<file path="src/rtl/ptmr_pkg.sv">
package ptmr_pkg;
  localparam int ADDR_W = 3;
  localparam int PRE_W  = 12;
  localparam int SEL_W  = 2;
  localparam int SRC_N  = (1 << SEL_W) - 1;
  localparam int CTRL_W = 26;

  localparam logic [ADDR_W-1:0] OFS_CTRL = 3'd0;
  localparam logic [ADDR_W-1:0] OFS_STAT = 3'd1;
  localparam logic [ADDR_W-1:0] OFS_LOAD = 3'd2;
  localparam logic [ADDR_W-1:0] OFS_CMP  = 3'd3;
  localparam logic [ADDR_W-1:0] OFS_CNT  = 3'd4;

  localparam int B_EN     = 0;
  localparam int B_START  = 1;
  localparam int B_CIE    = 2;
  localparam int B_RLD    = 3;
  localparam int B_PRE    = 4;
  localparam int B_SRST   = 16;
  localparam int B_OVW    = 17;
  localparam int B_DBG    = 18;
  localparam int B_WAIT   = 19;
  localparam int B_DOZE   = 20;
  localparam int B_STOP   = 21;
  localparam int B_SRC    = 24;

  localparam logic [CTRL_W-1:0] SRST_DROP =
    CTRL_W'((1 << B_EN) | (1 << B_START) | (1 << B_DBG) |
            (1 << B_WAIT) | (1 << B_DOZE) | (1 << B_STOP));
endpackage

</file>
<file path="src/rtl/ptmr_tick_gen.sv">
module ptmr_tick_gen
  import ptmr_pkg::*;
#(
  parameter int PW = PRE_W,
  parameter int SW = SEL_W,
  localparam int NS = (1 << SW) - 1
) (
  input  logic          clk,
  input  logic          rst,
  input  logic          run,
  input  logic [SW-1:0] sel,
  input  logic [PW-1:0] pre,
  input  logic [NS-1:0] tick_i,
  output logic          step
);
  logic          src_tick;
  logic [PW-1:0] div_q;

  always_comb begin
    src_tick = 1'b0;
    for (int i = 0; i < NS; i++) begin
      if (sel == SW'(i + 1)) src_tick = tick_i[i];
    end
  end

  always_ff @(posedge clk) begin
    if (rst || !run) begin
      div_q <= '0;
    end else if (src_tick) begin
      if (div_q >= pre) div_q <= '0;
      else              div_q <= div_q + 1'b1;
    end
  end

  assign step = run && src_tick && (div_q >= pre);
endmodule

</file>
<file path="src/rtl/ptmr_down_cnt.sv">
module ptmr_down_cnt #(
  parameter int W = 32
) (
  input  logic         clk,
  input  logic         rst,
  input  logic         clr,
  input  logic         force_en,
  input  logic [W-1:0] force_val,
  input  logic         step,
  input  logic         rld_mode,
  input  logic [W-1:0] load_val,
  output logic [W-1:0] cnt_q
);
  always_ff @(posedge clk) begin
    if (rst || clr)         cnt_q <= '0;
    else if (force_en)      cnt_q <= force_val;
    else if (step) begin
      if (cnt_q == '0)      cnt_q <= rld_mode ? load_val : {W{1'b1}};
      else                  cnt_q <= cnt_q - 1'b1;
    end
  end


  wrap_reload_chk: assert property (@(posedge clk) disable iff (rst)
    (step && cnt_q == '0 && !force_en && !clr) |=>
      (cnt_q == ($past(rld_mode) ? $past(load_val) : {W{1'b1}})));
endmodule

</file>
<file path="src/rtl/ptmr_cmp_flag.sv">
module ptmr_cmp_flag #(
  parameter int W = 32
) (
  input  logic         clk,
  input  logic         rst,
  input  logic         clr,
  input  logic         step,
  input  logic [W-1:0] cnt,
  input  logic [W-1:0] cmp,
  input  logic         ack,
  output logic         flag_q
);
  logic hit;
  assign hit = step && (cnt == cmp);

  always_ff @(posedge clk) begin
    if (rst || clr) flag_q <= 1'b0;
    else if (hit)   flag_q <= 1'b1;
    else if (ack)   flag_q <= 1'b0;
  end


  match_sets_chk: assert property (@(posedge clk) disable iff (rst)
    (step && cnt == cmp && !clr) |=> flag_q);


  ack_clears_chk: assert property (@(posedge clk) disable iff (rst)
    (ack && !(step && cnt == cmp) && !clr) |=> !flag_q);
endmodule

</file>
<file path="src/rtl/ptmr_top.sv">
module ptmr_top
  import ptmr_pkg::*;
#(
  parameter int DATA_W = 32
) (
  input  logic              clk,
  input  logic              rst,
  input  logic              bus_sel,
  input  logic              bus_we,
  input  logic [ADDR_W-1:0] bus_addr,
  input  logic [DATA_W-1:0] bus_wdata,
  output logic [DATA_W-1:0] bus_rdata,
  input  logic [SRC_N-1:0]  tick_i,
  output logic              irq_o
);
  logic [CTRL_W-1:0] ctrl_q;
  logic [DATA_W-1:0] load_q, cmp_q, cnt_q, rdata_q;
  logic              flag_q, irq_q, step;
  logic              wr, ctrl_wr, stat_wr, load_wr, cmp_wr, srst_wr;
  logic              cnt_force;
  logic [DATA_W-1:0] force_val;
  logic [CTRL_W-1:0] wctrl;

  assign wr      = bus_sel && bus_we;
  assign ctrl_wr = wr && bus_addr == OFS_CTRL;
  assign stat_wr = wr && bus_addr == OFS_STAT;
  assign load_wr = wr && bus_addr == OFS_LOAD;
  assign cmp_wr  = wr && bus_addr == OFS_CMP;
  assign wctrl   = bus_wdata[CTRL_W-1:0];
  assign srst_wr = ctrl_wr && wctrl[B_SRST];

  // control register: soft reset drops run-control bits, its own bit self-clears
  always_ff @(posedge clk) begin
    if (rst)                    ctrl_q <= '0;
    else if (ctrl_wr && srst_wr) ctrl_q <= wctrl & ~SRST_DROP;
    else if (ctrl_wr)           ctrl_q <= wctrl;
    else                        ctrl_q[B_SRST] <= 1'b0;
  end

  always_ff @(posedge clk) begin
    if (rst)          load_q <= '0;
    else if (srst_wr) load_q <= '1;
    else if (load_wr) load_q <= bus_wdata;
  end

  always_ff @(posedge clk) begin
    if (rst || srst_wr) cmp_q <= '0;
    else if (cmp_wr)    cmp_q <= bus_wdata;
  end

  // counter preload sources: enable rising edge with start-mode, or overwrite
  always_comb begin
    cnt_force = 1'b0;
    force_val = '0;
    if (ctrl_wr && !srst_wr && wctrl[B_EN] && !ctrl_q[B_EN] && wctrl[B_START]) begin
      cnt_force = 1'b1;
      force_val = wctrl[B_RLD] ? load_q : '1;
    end else if (load_wr && ctrl_q[B_OVW]) begin
      cnt_force = 1'b1;
      force_val = bus_wdata;
    end
  end

  ptmr_tick_gen #(.PW(PRE_W), .SW(SEL_W)) u_tick (
    .clk    (clk),
    .rst    (rst),
    .run    (ctrl_q[B_EN]),
    .sel    (ctrl_q[B_SRC +: SEL_W]),
    .pre    (ctrl_q[B_PRE +: PRE_W]),
    .tick_i (tick_i),
    .step   (step)
  );

  ptmr_down_cnt #(.W(DATA_W)) u_cnt (
    .clk       (clk),
    .rst       (rst),
    .clr       (srst_wr),
    .force_en  (cnt_force),
    .force_val (force_val),
    .step      (step),
    .rld_mode  (ctrl_q[B_RLD]),
    .load_val  (load_q),
    .cnt_q     (cnt_q)
  );

  ptmr_cmp_flag #(.W(DATA_W)) u_flag (
    .clk    (clk),
    .rst    (rst),
    .clr    (srst_wr),
    .step   (step),
    .cnt    (cnt_q),
    .cmp    (cmp_q),
    .ack    (stat_wr && bus_wdata[0]),
    .flag_q (flag_q)
  );

  always_ff @(posedge clk) begin
    if (rst) irq_q <= 1'b0;
    else     irq_q <= flag_q && ctrl_q[B_CIE] && ctrl_q[B_EN];
  end

  always_ff @(posedge clk) begin
    if (rst || !bus_sel || bus_we) begin
      rdata_q <= '0;
    end else begin
      case (bus_addr)
        OFS_CTRL: rdata_q <= DATA_W'(ctrl_q);
        OFS_STAT: rdata_q <= DATA_W'(flag_q);
        OFS_LOAD: rdata_q <= load_q;
        OFS_CMP:  rdata_q <= cmp_q;
        OFS_CNT:  rdata_q <= cnt_q;
        default:  rdata_q <= '0;
      endcase
    end
  end

  assign bus_rdata = rdata_q;
  assign irq_o     = irq_q;


  no_src_hold_chk: assert property (@(posedge clk) disable iff (rst)
    (ctrl_q[B_SRC +: SEL_W] == '0 && !cnt_force && !srst_wr) |=> $stable(cnt_q));


  irq_rise_chk: assert property (@(posedge clk) disable iff (rst)
    $rose(irq_q) |-> $past(flag_q && ctrl_q[B_CIE] && ctrl_q[B_EN]));


  srst_self_clr_chk: assert property (@(posedge clk) disable iff (rst)
    ctrl_q[B_SRST] |=> !ctrl_q[B_SRST]);


  srst_state_chk: assert property (@(posedge clk) disable iff (rst)
    srst_wr |=> (load_q == '1 && cmp_q == '0 && cnt_q == '0 && !flag_q));
endmodule

</file>
<file path="config.mk">
export PLATFORM = sky130hd
export DESIGN_NAME = ptmr_top
export DESIGN_NICKNAME = d
export VERILOG_FILES = /design/src/rtl/ptmr_pkg.sv /design/src/rtl/ptmr_tick_gen.sv /design/src/rtl/ptmr_down_cnt.sv /design/src/rtl/ptmr_cmp_flag.sv /design/src/rtl/ptmr_top.sv
export SDC_FILE = /design/constraint.sdc
export NUM_CORES = 1
export LEC_CHECK = 0
export ABC_CLOCK_PERIOD_IN_PS = 5720
export CORE_AREA = 2 2 121 123
export CTS_CLUSTER_DIAMETER = 50
export CTS_CLUSTER_SIZE = 12
export DETAILED_ROUTE_END_ITERATION = 8
export DIE_AREA = 0 0 123 125
export PLACE_DENSITY = 0.9
export SETUP_SLACK_MARGIN = 0.05
export SYNTH_ARGS = -nofsm -noshare
export SYNTH_HDL_FRONTEND = slang
export SYNTH_SLANG_ARGS = --single-unit
export TNS_END_PERCENT = 100
</file>
<file path="constraint.sdc">
create_clock -name clk -period 5.72 [get_ports clk]
set_clock_uncertainty 0.2 [all_clocks]
set_input_delay 1.43 -clock clk [delete_from_list [all_inputs] [get_ports clk]]
set_output_delay 1.43 -clock clk [all_outputs]
set_load 0.005 [all_outputs]
</file>
==> impl_metrics.toml <==
[run_status]
status = "completed"

[clock_network]
clk_pin_slew_ns = 0.07
cts-root-buf = "clkbuf_16"
cts_tree = "built"
post_cts_buffers = 0
cts_resized = 0
insertion_delay_ns = 0.44
cts_buffer_depth = 2
htree_levels = 4
cts.sinks = 168
cts_buffers = 17
ctsHoldBuffers = 0

[sta]
slew_viol_final = 0
max_freq_mhz = 236
tightest_slew_ns = 1.01
max_slew_margin_pct = 32.3
rsz0062_at_grt = "no"
period_share_pct = 74.2
min_period_ns = 4.24
hold_violations = 0
setup_tns_ns = 0
setup_viol = 0

[final_layout]
diodes = 0
syn_to_final_growth_pct = 15.6
drive_gt1_share_pct = 6.07
nNetsFinal = 1213
regArea_um2 = 3360
fillers = 1127
multi_input_area_um2 = 4830

[placement]
gp_congestion = 1.01
port_buffers = 74
hpwl_mm = 18.7

[worst_setup_path]
cp-end-kind = "flip-flop"
cp_top_family = "simple AND/OR/NAND/NOR gates"
critPathSlowestCell = "nand3_1"
r2r_slack_ns = 1.75
path_buf_inv = 2
worstRegToRegCells = 6
slowest_delay_ns = 0.71
arrival_ns = 4.36
path_max_fanout = 17
rr_endpoint = "u_cnt.cnt_q[10]$_SDFFE_PP0P_"
r2r_start = "u_cnt.cnt_q[19]$_SDFFE_PP0P_"
worstPathCellList = "clkdlybuf4s50_1 -> nand2b_1 -> nor2_2 -> nand3_1 -> buf_4 -> nand2_1 -> a21oi_1"
critical_path_required_ns = 5.83
path_class = "in2reg"
start_kind = "input pin"

[synth]
synth_fp_nets = 1196
synth_warnings = 0
synthMuxAreaShare_pct = 1.16
synth-compound-area-share_pct = 23.7
synthArstFlopShare_pct = 0
syn_inst = 1139
yosys.area.top_type = "dfxtp_1"
yosys-top-cells-area = "dfxtp_1 39%, nand2_1 9.0%, a21oi_1 8.2%"
ys_types = 62
avgSynthCellArea_um2 = 7.64
synth_common_cells = "208 x nand2_1, 168 x dfxtp_1, 142 x a21oi_1, 89 x clkbuf_1, 79 x nor2_1"
yosysSeqAreaShare_pct = 38.6
synthAdderAreaFrac_pct = 2.16
synth_edf_count = 0
yosys.area_share.simple_pct = 21.7
synth.most_common_cell = "nand2_1"
syn_area_um2 = 8710
synth.top_cell.area_share_pct = 38.6
synth_xor_xnor_area_share_pct = 6.54
yosys_register_bits = 168
synth_ff_type = "dfxtp_1"
synth_top_family_by_area = "compound AO/OA/AOI/OAI gates"

[floorplan]
rows = 44
coreArea_um2 = 14200
start_util_pct = 61.3
io_pins = 75
die_h_um = 125
die_width_um = 123
die-area_um2 = 15400

[grt]
antenna_found_initial = 0
grt_usage_pct = 38.9
grt_overflow_total = 0
grt_pass1_wl_mm = 46.4
grt_pass1_vias = 8739
grt_max_degree = 35

[detailed_routing]
wl_met3_mm = 3.93
drt_iter0_drc = 1487
vias = 9234
wl_per_cell_um = 21.7
vias_per_cell = 6.82
dr_wl_met2_mm = 12.8
routed_wirelength_mm = 29.3
highest_layer = "met4"
drc_errors = 0
dr.pass1.iters = 7
detail-route-antenna-nets = 0
drt-met1-wl_mm = 10.9

[min_path]
min_path_cells = 2
hold_path_end = "ctrl_q[23]$_SDFFE_PP0P_"
hp-class = "reg2reg"
min_from = "ctrl_q[23]$_SDFFE_PP0P_"

[power_and_ir_drop]
power_density_nw_per_um2 = 257
leakagePower_uw = 0.00338
ir_drop_uv = 230
total_power_uw = 2580

[flow_run]
cap_violations = 0
[sequential cells by signal, summed over array words and instances, names as in the netlist]
signal         cells
bus_rdata         32
irq_o              1
u_tick.div_q      12
cmp_q             32
ctrl_q            26
load_q            32
u_flag.flag_q      1
u_cnt.cnt_q       32
[per-layer routing]
metal	vias up	GRT usage (%)
li1	4057	-
met1	4224	50.2
met2	772	56.9
met3	181	10.9
met4	0	24.9
met5	-	0
[logic make-up after synthesis]
family                     after synthesis
AOI/OAI and AO/OA                      336
xor gates and xnor gates                65
adders and majority gates               15
buffers and inverters                  135
DFF                                    168
muxes                                   10
and+or+nand+nor                        410
[report_power, final]
group | internal (uW) | switching [uW]
registers | 1180 | 13.9
clock network | 685 | 490
logic | 74.6 | 139
total | 1940 | 643
[cell usage in the layout, fill, tap and decap left out, types with 19 or more instances in the layout]
| cell type | instances |
|---|---|
| o21ai_0 | 43 |
| a21oi_1 | 142 |
| a22oi_1 | 51 |
| nand2_1 | 208 |
| dfxtp_1 | 168 |
| inv_1 | 33 |
| nor2_1 | 78 |
| a31oi_1 | 40 |
| xnor2_1 | 49 |
| nor3_1 | 19 |
| clkdlybuf4s50_1 | 73 |
| buf_4 | 26 |
[final cells by class]
cell class                      count  share of cell area, %
Inverter                           33                   1.23
Clock inverter                     12                   1.52
Clock buffer                       20                   4.34
Multi-Input combinational cell    836                   48.0
Sequential cell                   168                   33.4
Timing Repair Buffer              100                   9.25
Tap cell                          184                   2.29
[worst min-delay path, delay by kind of cell (launching register included)]
| kind | cells | cell delay [ns] |
|---|---|---|
| compound gates | 1 | 0.05 |
| simple gates | 1 | 0.05 |
| flops | 1 | 0.31 |
[how the worst max path moves through the flow]
stage | startpoint | end | slack, ns | depth (start not counted)
2_1_floorplan | bus_addr[2] | u_cnt.cnt_q[16]$_SDFFE_PP0P_ | 2.21 | 10
3_3_place_gp | bus_addr[2] | cmp_q[25]$_SDFFE_PP0P_ | 1.20 | 7
3_5_place_dp | bus_addr[2] | cmp_q[18]$_SDFFE_PP0P_ | 1.12 | 7
4_1_cts | bus_addr[2] | cmp_q[21]$_SDFFE_PP0P_ | 1.57 | 7
5_1_grt | bus_addr[2] | cmp_q[14]$_SDFFE_PP0P_ | 1.29 | 7
6_report | bus_addr[2] | cmp_q[21]$_SDFFE_PP0P_ | 1.48 | 7
[per-stage QoR]
step	cells	cell area (um^2)	hold WS [ns]	utilization, %	setup slack, ns
floorplan	1139	8710	0.237	-	2.21
global placement	1321	9480	0.242	66.7	1.20
detailed placement	1321	9480	0.250	66.7	1.12
CTS	1353	10100	0.260	70.9	1.57
global route	1353	10100	0.284	70.9	1.29
finish	1353	10100	0.259	70.9	1.48
(Power assumes the default switching activity.)
